`src/rtl/mcd_pkg.sv`:
```
package mcd_pkg;

    localparam int OPC_W     = 6;
    localparam int NUM_KINDS = 4;
    localparam int ALU_CLS_W = 2;

    // supported instruction kinds; index order is the one-hot match order
    typedef enum logic [1:0] {
        KIND_RTYPE  = 2'd0,
        KIND_LOAD   = 2'd1,
        KIND_STORE  = 2'd2,
        KIND_BRANCH = 2'd3
    } insn_kind_e;

    localparam logic [OPC_W-1:0] OPC_RTYPE  = 6'b000000;
    localparam logic [OPC_W-1:0] OPC_LOAD   = 6'b100011;
    localparam logic [OPC_W-1:0] OPC_STORE  = 6'b101011;
    localparam logic [OPC_W-1:0] OPC_BRANCH = 6'b000100;

    localparam logic [ALU_CLS_W-1:0] ALU_ADD   = 2'b00;
    localparam logic [ALU_CLS_W-1:0] ALU_SUB   = 2'b01;
    localparam logic [ALU_CLS_W-1:0] ALU_FIELD = 2'b10;

    typedef struct packed {
        logic                 dst_sel;
        logic                 alu_b_imm;
        logic                 wb_from_mem;
        logic                 reg_we;
        logic                 mem_rd;
        logic                 mem_wr;
        logic                 branch;
        logic [ALU_CLS_W-1:0] alu_class;
    } ctl_word_t;

    localparam int CTL_W = $bits(ctl_word_t);

    function automatic logic [OPC_W-1:0] kind_opcode(input int k);
        case (k)
            0:       kind_opcode = OPC_RTYPE;
            1:       kind_opcode = OPC_LOAD;
            2:       kind_opcode = OPC_STORE;
            default: kind_opcode = OPC_BRANCH;
        endcase
    endfunction

    // one row of the OR plane; ignored lines are held at 0
    function automatic ctl_word_t kind_row(input int k);
        ctl_word_t r;
        r = '0;
        case (k)
            0: begin
                r.dst_sel   = 1'b1;
                r.reg_we    = 1'b1;
                r.alu_class = ALU_FIELD;
            end
            1: begin
                r.alu_b_imm   = 1'b1;
                r.wb_from_mem = 1'b1;
                r.reg_we      = 1'b1;
                r.mem_rd      = 1'b1;
                r.alu_class   = ALU_ADD;
            end
            2: begin
                r.alu_b_imm = 1'b1;
                r.mem_wr    = 1'b1;
                r.alu_class = ALU_ADD;
            end
            default: begin
                r.branch    = 1'b1;
                r.alu_class = ALU_SUB;
            end
        endcase
        return r;
    endfunction

endpackage

```
`src/rtl/mcd_opcode_match.sv`:
```
module mcd_opcode_match
    import mcd_pkg::*;
#(
    parameter int OW = OPC_W,
    parameter int NK = NUM_KINDS
) (
    input  logic [OW-1:0] opcode_i,
    output logic [NK-1:0] hit_o
);

    // one AND term per kind, every opcode bit compared
    for (genvar k = 0; k < NK; k++) begin : g_term
        localparam logic [OW-1:0] CODE = OW'(kind_opcode(k));
        assign hit_o[k] = &(opcode_i ~^ CODE);
    end

endmodule

```
`src/rtl/mcd_or_plane.sv`:
```
module mcd_or_plane
    import mcd_pkg::*;
#(
    parameter int NK = NUM_KINDS
) (
    input  logic [NK-1:0] hit_i,
    output ctl_word_t     ctl_o
);

    // each output bit is the OR of the kind terms whose row sets it
    for (genvar b = 0; b < CTL_W; b++) begin : g_bit
        logic [NK-1:0] sel;
        for (genvar k = 0; k < NK; k++) begin : g_kind
            localparam ctl_word_t ROW = kind_row(k);
            assign sel[k] = hit_i[k] & ROW[b];
        end
        assign ctl_o[b] = |sel;
    end

endmodule

```
`src/rtl/mcd_pc_gate.sv`:
```
module mcd_pc_gate (
    input  logic branch_i,
    input  logic zero_i,
    output logic take_o
);

    assign take_o = branch_i & zero_i;

endmodule

```
`src/rtl/main_ctl_decoder.sv`:
```
module main_ctl_decoder
    import mcd_pkg::*;
(
    input  logic [5:0] opcode_i,
    input  logic       alu_zero_i,
    output logic       dst_sel_o,
    output logic       alu_b_imm_o,
    output logic       wb_from_mem_o,
    output logic       reg_we_o,
    output logic       mem_rd_o,
    output logic       mem_wr_o,
    output logic       branch_o,
    output logic [1:0] alu_class_o,
    output logic       pc_branch_sel_o
);

    logic [NUM_KINDS-1:0] kind_hit;
    ctl_word_t            ctl;

    mcd_opcode_match #(.OW(OPC_W), .NK(NUM_KINDS)) u_match (
        .opcode_i (opcode_i),
        .hit_o    (kind_hit)
    );

    mcd_or_plane #(.NK(NUM_KINDS)) u_plane (
        .hit_i (kind_hit),
        .ctl_o (ctl)
    );

    mcd_pc_gate u_gate (
        .branch_i (ctl.branch),
        .zero_i   (alu_zero_i),
        .take_o   (pc_branch_sel_o)
    );

    assign dst_sel_o     = ctl.dst_sel;
    assign alu_b_imm_o   = ctl.alu_b_imm;
    assign wb_from_mem_o = ctl.wb_from_mem;
    assign reg_we_o      = ctl.reg_we;
    assign mem_rd_o      = ctl.mem_rd;
    assign mem_wr_o      = ctl.mem_wr;
    assign branch_o      = ctl.branch;
    assign alu_class_o   = ctl.alu_class;

endmodule

```
`config.mk`:
```
export PLATFORM = sky130hd
export DESIGN_NAME = main_ctl_decoder
export DESIGN_NICKNAME = d
export VERILOG_FILES = /design/src/rtl/mcd_pkg.sv /design/src/rtl/mcd_opcode_match.sv /design/src/rtl/mcd_or_plane.sv /design/src/rtl/mcd_pc_gate.sv /design/src/rtl/main_ctl_decoder.sv
export SDC_FILE = /design/constraint.sdc
export NUM_CORES = 1
export LEC_CHECK = 0
export BUFFER_PORTS_ARGS = -buffer_cell sky130_fd_sc_hd__buf_4
export CAP_MARGIN = 10
export CORE_AREA = 5 5 42 44
export DETAILED_ROUTE_END_ITERATION = 16
export DIE_AREA = 0 0 47 49
export GPL_ROUTABILITY_DRIVEN = 0
export PLACE_DENSITY_LB_ADDON = 0.12
export REMOVE_ABC_BUFFERS = 1
export SLEW_MARGIN = 15
export SYNTH_ARGS = -nofsm -noshare
export SYNTH_HDL_FRONTEND = slang
export SYNTH_SLANG_ARGS = --single-unit
```
`constraint.sdc`:
```
create_clock -name vclk -period 2.9
set_clock_uncertainty 0.2 [all_clocks]
set_input_delay 0.725 -clock vclk [all_inputs]
set_output_delay 0.725 -clock vclk [all_outputs]
set_load 0.02 [all_outputs]
```
Yosys cells after proc, flatten, opt, wreduce, memory -nomap -nowiden

Index checks and enable logic that the tools add are counted.

Bitwise logic cells: 5
$mul: 0
Div/mod/pow operators: 0
Reduce and logical (&&, ||, !) cells: 6
Equal/unequal tests: 0
Shift-type cells: 0
$lt $le $gt $ge: 0
Muxes and demuxes: 0
Add/sub/neg operators: 0

Operator list:

| operator          | number |
|---|---|
| $reduce_and A6 Y1 | 4 |
| $not A6 Y6        | 1 |
| $not A5 Y5        | 1 |
| $reduce_or A2 Y1  | 2 |
| $not A3 Y3        | 1 |
| $not A2 Y2        | 1 |
| $and A1 B1 Y1     | 1 |

Memories kept: 0
Bits in registers: 0
Latch bits: 0
Bits of input ports: 7
Bits in read-only memories: 0
Logic and storage cells: 11
Output and inout bits: 10
Bits in writable memories: 0

Logic depth before layout (Yosys ltp)

Gate-level depths: netlist (run 1).

Depth after elaboration: 3
Mapped depth: 3
Depth with buffers taken out: 2

By module

From an unflattened synthesis (run 1), not the netlist that was laid out.

Cell total of the unflattened synthesis: 17
Area total of the unflattened synthesis: 125.1 µm²

Modules (own cells, without submodules):

| module           | times used | area each (µm²) | seq. area each (µm²) | cells each |
|---|---|---|---|---|
| mcd_or_plane     | 1          | 65.1            | 0.0                  | 9 |
| mcd_opcode_match | 1          | 53.8            | 0.0                  | 7 |
| mcd_pc_gate      | 1          | 6.3             | 0.0                  | 1 |

Worst setup path after synthesis (run 1)

No wires, ideal clock.

Kind: input-to-output
From: in opcode_i[1]
To: out alu_class_o[0]
Path slack: -141 ps
Data arrival time: 2,116 ps
Buffers on the path: 1
Data required time: 1,975 ps
Stages: 3
Path through: or4_4 -> nor3b_1 -> buf_4

Longest elaborated chain between the ends: 2

Ends and longest elaborated chain:

| element              | RTL line               | RTL |
|---|---|---|
| from (decl)          | main_ctl_decoder.sv:4  | `input logic [5:0] opcode_i,` |
| $not A5 Y5 (no line) | --                     |  |
| $reduce_and A6 Y1    | mcd_opcode_match.sv:14 | `assign hit_o[k] = &(opcode_i ~^ CODE);` |
| to (decl)            | main_ctl_decoder.sv:13 | `output logic [1:0] alu_class_o,` |

No other way between the ends.

Worst setup path in the final report (run 1)

From: in opcode_i[1]
To: out branch_o

Longest elaborated chain between the ends: 2

Ends and longest elaborated chain:

| element              | RTL line               | RTL |
|---|---|---|
| $not A5 Y5 (no line) | --                     |  |
| $reduce_and A6 Y1    | mcd_opcode_match.sv:14 |  |
| to (decl)            | main_ctl_decoder.sv:12 | `output logic branch_o,` |

No other way between the ends.

==> reports/qor.yml, run 1 <==
critical_path:
  timing.critical_path.buf_inv: 2
  critical_path_class: "input port to output port"
  critical_path_slowest_stage_cell: "sky130_fd_sc_hd__or4_4"
  crit_top_cell: "sky130_fd_sc_hd__buf_4"
  kind_of_end_point_of_the_critical_path: "output port"
  critical_path.top_delay_family: "simple AND/OR/NAND/NOR gates"
  biggest_fanout_along_the_worst_timing_path: 4
  worst-endpoint-required_ns: 1.98
  critical_path_arrival_ns: 1.87
  crit_path_cell_trace: "buf_4 -> or4_4 -> nor3b_1 -> buf_4"
  worstSetupStartpointType: "input port"
  cp_slowest_stage_delay_ns: 0.54
power:
  power_per_cell_area_nw_per_um2: 81.28
  power.ir.vdd_worst_mv: 0.02363
  leakagePower_nw: 0.1044
  fin_total_pwr_mw: 0.01820
sta:
  fmaxAchievable_mhz: 357.8
  final.period_utilization: 0.9638
  finalHoldWorstSlack_ns: 1.566
  rsz0062_at_grt: "false"
  final_max_slew_viol_count: 0
  finalSetupViolations: 0
  max_slew.worst_pin.slew_ns: 0.2607
  finalHoldViolations: 0
  slew_headroom: 0.8238
  final_period_minus_worst_setup_slack_ns: 2.795
yosys:
  synth_cell_types: 9
  synth_mux_area_frac: 0
  synthCells: 13
  synth.area.top_cells: "sky130_fd_sc_hd__buf_4, sky130_fd_sc_hd__nor3_1, sky130_fd_sc_hd__and4bb_1"
  syn_area_per_cell_um2: 7.603
  yosys-top-cells-count: "sky130_fd_sc_hd__buf_4, sky130_fd_sc_hd__nor3_1"
  synthesis.area_um2: 98.85
  synth_compound_gate_area_share: 0.07595
  adder_cell_area_share_of_the_yosys_netlist: 0
  synth_top_cell_by_area: "sky130_fd_sc_hd__buf_4"
  synth_xor_xnor_area_share: 0
  synth_top_family_by_area: "simple AND/OR/NAND/NOR gates"
  synth_top_cell_area_share: 0.2278
  synth-seq-area-share: 0
  synthesis.yosys.warnings: 0
  synthSimpleGateAreaFrac: 0.6962
route:
  dr_total_vias: 165
  routed_wirelength_um: 410
  drtAntennaViolNets: 0
  detailedRoute.firstIterationViolations: 0
  detail_route.drc_violations: 0
  router_iterations_before_antenna_repair: 1
  wire_per_inst_um: 9.535
  drt-vias-per-instance: 3.837
cells_and_area:
  post-route-cell-area_um2: 224.0
  post_route_cells_drive_above_1_share: 0.6667
  final_cells: 43
  clock_buffer_instance_count_of_the_final_layout: 0
  insertedDiodeCount: 0
  finalNetCount: 36
  area_delta_synth_final_pct: 126.6
  flops_and_latches: 0
  fill_cells: 169
  finish.utilization: 0.1598
  area.sequential_um2: 0
placement:
  buffer_ports.inserted: 17
  place_area_um2: 224.0
  dpl.cell_count: 43
floorplanning:
  ios: 17
  design.die.area_um2: 2303
  floorplan.initialDensity: 0.07054
  fp.dieW_um: 47
  chip_height_um: 49
  core.rowCount: 14
  core_area_um2: 1401
run_status:
  outcome: "completed"
global_route:
  gr-total-overflow: 0
  antenna_found_initial: 0
  first_global_vias: 175
  grt_start_max_net_pins: 8
  global_route_wire_length_before_repair_um: 724
  global_route.usage.total: 0.03860
cts:
  holdBufCountCts: 0
  post-cts-setup-buffers: 0
  ctsResizeCount: 0
run:
  max_cap_viol_count: 0
worst_hold_path:
  hold_class: "input port to output port"
[path summary, 6_finish.rpt]
path	slack (ns)	to	from	depth (start not counted)
max	0.10	branch_o	opcode_i[1]	4
min	1.57	reg_we_o	opcode_i[4]	3
[cells by family after synthesis]
group / Yosys count
and+or+nand+nor: 9
buffers and inverters: 3
AOI/OAI and AO/OA: 1
[per-layer routing]
layer | global-route usage | up-vias | wire length (um)
met5 | 0 | - | 0
met4 | 0 | 0 | 0
met3 | 0.01107 | 0 | 95
met2 | 0.05882 | 17 | 129
met1 | 0.05652 | 68 | 185
li1 | - | 80 | -
[stage by stage]
step	setup WS (ns)	TNS, ns
floorplan	-0.2470	-0.7967
global placement	0.1188	0
detailed placement	0.1016	0
CTS	0.09396	0
global route	0.02450	0
finish	0.1049	0
[power by group]
part           leakage (nW)  internal [mW]  switching, mW  total, mW
registers                 0              0              0          0
logic                 0.104         0.0100        0.00821     0.0182
clock network             0              0              0          0
[placed cells by master (no fill, tap or decap), drive strengths merged]
master	instances
buf	17
nor3	3
or4	1
nor3b	1
and4bb	1
nand4b	1
nand3	1
nor4b	1
a211oi	1
[layout make-up]
| type | instances | area [um2] | share of cell area |
|---|---|---|---|
| timing repair buffer | 17 | 127.6 | 0.5698 |
| multi-input combinational | 10 | 76.32 | 0.3408 |
| tap | 16 | 20.02 | 0.08939 |
(Power assumes the default switching activity.)
==> run 2: changes to the inputs <==
==> constraint.sdc (replaced) <==
create_clock -name vclk -period 2.9
set_clock_uncertainty 0.2 [all_clocks]
set_input_delay 0.435 -clock vclk [all_inputs]
set_output_delay 0.435 -clock vclk [all_outputs]
set_load 0.02 [all_outputs]
==> reports/qor.yml, run 2 (synthesized netlist as in run 1, its figures left out) <==
global_route:
  global_route.usage.total: 0.03649
  grt_use_met3: 0.01107
  global_route_wire_length_before_repair_um: 683
  gr-total-overflow: 0
  first_global_vias: 195
  grtUsageMet1: 0.04565
  grt_busiest_layer: "met2"
  globalRouteMet2Util: 0.06335
  grt_start_max_net_pins: 8
  antenna_found_initial: 0
route:
  router_iterations_before_antenna_repair: 2
  detailedRoute.firstIterationViolations: 1
  drt-vias-per-instance: 3.953
  wire_per_inst_um: 10.23
  dr_total_vias: 170
  routed_wirelength_um: 440
  detail_route.drc_violations: 0
  drtAntennaViolNets: 0
floorplanning:
  floorplan.initialDensity: 0.07054
  chip_height_um: 49
  core.rowCount: 14
  core_area_um2: 1401
  fp.dieW_um: 47
  ios: 17
  design.die.area_um2: 2303
cells_and_area:
  final_cells: 43
  clock_buffer_instance_count_of_the_final_layout: 0
  leading_cell_types_in_the_layout_fill_and_taps_excluded: "sky130_fd_sc_hd__buf_4, sky130_fd_sc_hd__nor3_1"
  fill_cells: 169
  finalNetCount: 36
  flops_and_latches: 0
  post-route-cell-area_um2: 224.0
  area.sequential_um2: 0
  area_delta_synth_final_pct: 126.6
  mostFrequentLayoutCell: "sky130_fd_sc_hd__buf_4"
  insertedDiodeCount: 0
  post_route_cells_drive_above_1_share: 0.6667
cts:
  holdBufCountCts: 0
  ctsResizeCount: 0
  post-cts-setup-buffers: 0
sta:
  finalHoldWorstSlack_ns: 0.9913
  fmaxAchievable_mhz: 453.9
  max_slew.worst_pin.slew_ns: 0.2603
  final_period_minus_worst_setup_slack_ns: 2.203
  rsz0062_at_grt: "false"
  setup_total_negative_slack_ns: 0
  final.period_utilization: 0.7597
  finalHoldViolations: 0
  finalSetupViolations: 0
  slew_headroom: 0.8240
  final_max_slew_viol_count: 0
placement:
  buffer_ports.inserted: 17
  place_area_um2: 224.0
  dpl.cell_count: 43
critical_path:
  biggest_fanout_along_the_worst_timing_path: 4
  worstSetupStartpointType: "input port"
  kind_of_end_point_of_the_critical_path: "output port"
  critical_path_arrival_ns: 1.57
  critical_path_class: "input port to output port"
  worst-endpoint-required_ns: 2.27
power:
  power_per_cell_area_nw_per_um2: 82.69
  leakagePower_nw: 0.1044
  power.ir.vdd_worst_mv: 0.01999
worst_hold_path:
  holdPathStages: 3
  hold_class: "input port to output port"
  hold_path_startpoint: "opcode_i[4]"
  worst_hold_path.endpoint: "reg_we_o"
run_status:
  outcome: "completed"
run:
  max_cap_viol_count: 0
## run 2: cell counts in the layout (fill, tap and decap cells not counted)
Identical to the previous run, type by type.
## run 2: routing by layer
layer / wire, um / vias up / share of wire
met4: 0 / 0 / 0
met2: 160 / 17 / 0.36
met5: 0 / - / 0
li1: - / 80 / -
met1: 191 / 73 / 0.43
met3: 88 / 0 / 0.20
## run 2: how the worst max path moves through the flow
stage               cells past startpoint         from  slack (ns)             end
global route                            4  opcode_i[1]        0.60  alu_class_o[0]
finish                                  4  opcode_i[1]        0.70        branch_o
CTS                                     4  opcode_i[1]        0.67  alu_class_o[0]
global placement                        4  opcode_i[1]        0.71        branch_o
floorplan                               2  opcode_i[1]        0.33  alu_class_o[0]
detailed placement                      4  opcode_i[1]        0.68  alu_class_o[0]
## run 2: power by group
group / switching [mW] / internal, mW / leakage [nW]
Combinational: 0.00851 / 0.0100 / 0.104
Clock: 0 / 0 / 0
Sequential: 0 / 0 / 0
Total: 0.00851 / 0.0100 / 0.104
## run 2: area by class of cell
type	instances	area (um2)	share of cell area
multi-input cells	10	76.32	0.3408
repair buffers	17	127.6	0.5698
well taps	16	20.02	0.08939
## run 2: stage by stage
| stage | power, mW | util | setup WS (ns) |
|---|---|---|---|
| after floorplan | 0.005174 | - | 0.3330 |
| after global placement | 0.01830 | 0.1598 | 0.7089 |
| after detailed placement | 0.01864 | 0.1598 | 0.6826 |
| after CTS | 0.01867 | 0.1598 | 0.6749 |
| after global routing | 0.02014 | 0.1598 | 0.6020 |
| final | 0.01852 | 0.1598 | 0.6969 |
## run 2: worst max-delay path, stage by stage
cell and delay [ns]:
sky130_fd_sc_hd__buf_4 0.12, sky130_fd_sc_hd__or4_4 0.55, sky130_fd_sc_hd__nor3b_1 0.27, sky130_fd_sc_hd__buf_4 0.20
==> run 3: changes to the inputs <==
clock period = 2 ns   (was 2.9 ns; I/O delays follow)
==> reports/qor.yml, run 3 (synthesized netlist as in run 1, its figures left out) <==
run_status:
  outcome: "completed"
sta:
  slew_headroom: 0.8289
  finalSetupViolations: 0
  final_period_minus_worst_setup_slack_ns: 1.898
  max_slew.worst_pin.slew_ns: 0.2531
  finalHoldViolations: 0
  fmaxAchievable_mhz: 526.8
  final.period_utilization: 0.9491
  final_max_slew_viol_count: 0
  rsz0062_at_grt: "false"
route:
  drtAntennaViolNets: 0
  router_iterations_before_antenna_repair: 1
  detailedRoute.firstIterationViolations: 0
  routed_wirelength_um: 439
  drt-vias-per-instance: 3.674
  wire_per_inst_um: 10.21
  detail_route.drc_violations: 0
  dr_total_vias: 158
critical_path:
  cp_slowest_stage_delay_ns: 0.56
  timing.critical_path.buf_inv: 2
  endpoint: "dst_sel_o"
  setup.worst_path.start: "opcode_i[1]"
  number_of_cells_on_the_critical_path: 4
  critical_path.top_delay_family: "simple AND/OR/NAND/NOR gates"
  critical_path_class: "input port to output port"
  critical_path_arrival_ns: 1.40
  worst-endpoint-required_ns: 1.50
  crit_path_cell_trace: "buf_4 -> or4_4 -> nor3_1 -> buf_4"
  kind_of_end_point_of_the_critical_path: "output port"
  crit_top_cell: "sky130_fd_sc_hd__buf_4"
  biggest_fanout_along_the_worst_timing_path: 4
  critical_path_slowest_stage_cell: "sky130_fd_sc_hd__or4_4"
  worstSetupStartpointType: "input port"
cells_and_area:
  area_delta_synth_final_pct: 131.6
  finalNetCount: 36
  area.sequential_um2: 0
  mostFrequentLayoutCell: "sky130_fd_sc_hd__buf_4"
  post_route_cells_drive_above_1_share: 0.7037
  fill_cells: 164
  finish.utilization: 0.1634
  leading_cell_types_in_the_layout_fill_and_taps_excluded: "sky130_fd_sc_hd__buf_4, sky130_fd_sc_hd__nor3_1"
  insertedDiodeCount: 0
  post-route-cell-area_um2: 229.0
  flops_and_latches: 0
  multi_input_area_um2: 81.33
  clock_buffer_instance_count_of_the_final_layout: 0
global_route:
  first_global_vias: 196
  antenna_found_initial: 0
  gr-total-overflow: 0
  grt_start_max_net_pins: 8
  global_route_wire_length_before_repair_um: 745
  global_route.usage.total: 0.04000
power:
  comb_power_share: 1.000
  power.ir.vdd_worst_mv: 0.03634
  power_per_cell_area_nw_per_um2: 119.0
  power.sequential.fraction: 0
  clock_power_share: 0
  switching_power_mw: 0.01257
  fin_total_pwr_mw: 0.02724
  leakagePower_nw: 0.1057
  power.switching_fraction: 0.4614
  cellInternalPower_mw: 0.01467
floorplanning:
  design.die.area_um2: 2303
  core_area_um2: 1401
  fp.dieW_um: 47
  ios: 17
  floorplan.initialDensity: 0.07054
  chip_height_um: 49
  core.rowCount: 14
run:
  max_cap_viol_count: 0
cts:
  holdBufCountCts: 0
  post-cts-setup-buffers: 0
worst_hold_path:
  hold_path_startpoint: "opcode_i[4]"
  holdPathStages: 3
  hold_class: "input port to output port"
placement:
  dp_hpwl_um: 399.1
  place_area_um2: 224.0
  buffer_ports.inserted: 17
[run 3: cell types whose count changed in the layout (fill, tap and decap cells not counted)]
cell	previous run	this run
sky130_fd_sc_hd__nor3b_2	0	1
sky130_fd_sc_hd__nor3b_1	1	0
[run 3: worst min-delay path by stage]
stage                          end  slack (ns)
after floorplan           reg_we_o        0.48
after global placement    reg_we_o        0.72
after detailed placement  reg_we_o        0.72
after CTS                 reg_we_o        0.72
after global routing      reg_we_o        0.74
final                     reg_we_o        0.72
[run 3: layer usage]
layer	vias up	routed length, um	part of all wire	GRT usage
li1	79	-	-	-
met1	62	195	0.44	0.05652
met2	17	140	0.32	0.06561
met3	0	103	0.23	0.007380
met4	0	0	0	0
met5	-	0	0	0
[run 3: power groups by stage]
stage                     Combinational (mW)  Clock [mW]  Sequential [mW]
after floorplan                      0.00750           0                0
after global placement                0.0264           0                0
after detailed placement              0.0271           0                0
after CTS                             0.0272           0                0
after global routing                  0.0304           0                0
final                                 0.0272           0                0
[run 3: worst min-delay path: stages]
cell	delay, ns
sky130_fd_sc_hd__buf_4	0.12
sky130_fd_sc_hd__a211oi_1	0.05
sky130_fd_sc_hd__buf_4	0.15
[run 3: repair_timing]
action	in CTS	in global routing
endpoints found under the setup margin	0	2
gates resized for setup	0	1
endpoints found under the hold margin	0	0
[run 3: cell type report]
class,count,area share
repair buffers,17,0.5574
multi-input cells,10,0.3552
well taps,16,0.08743
[run 3: stage by stage]
| stage | std cells | worst slack (ns) | setup TNS (ns) | hold slack, ns |
|---|---|---|---|---|
| 2_1_floorplan | 10 | -0.2970 | -0.9967 | 0.4791 |
| 3_3_place_gp | 43 | 0.07511 | 0 | 0.7186 |
| 3_5_place_dp | 43 | 0.05756 | 0 | 0.7203 |
| 4_1_cts | 43 | 0.04996 | 0 | 0.7207 |
| 5_1_grt | 43 | 0.04427 | 0 | 0.7444 |
| 6_report | 43 | 0.1018 | 0 | 0.7220 |
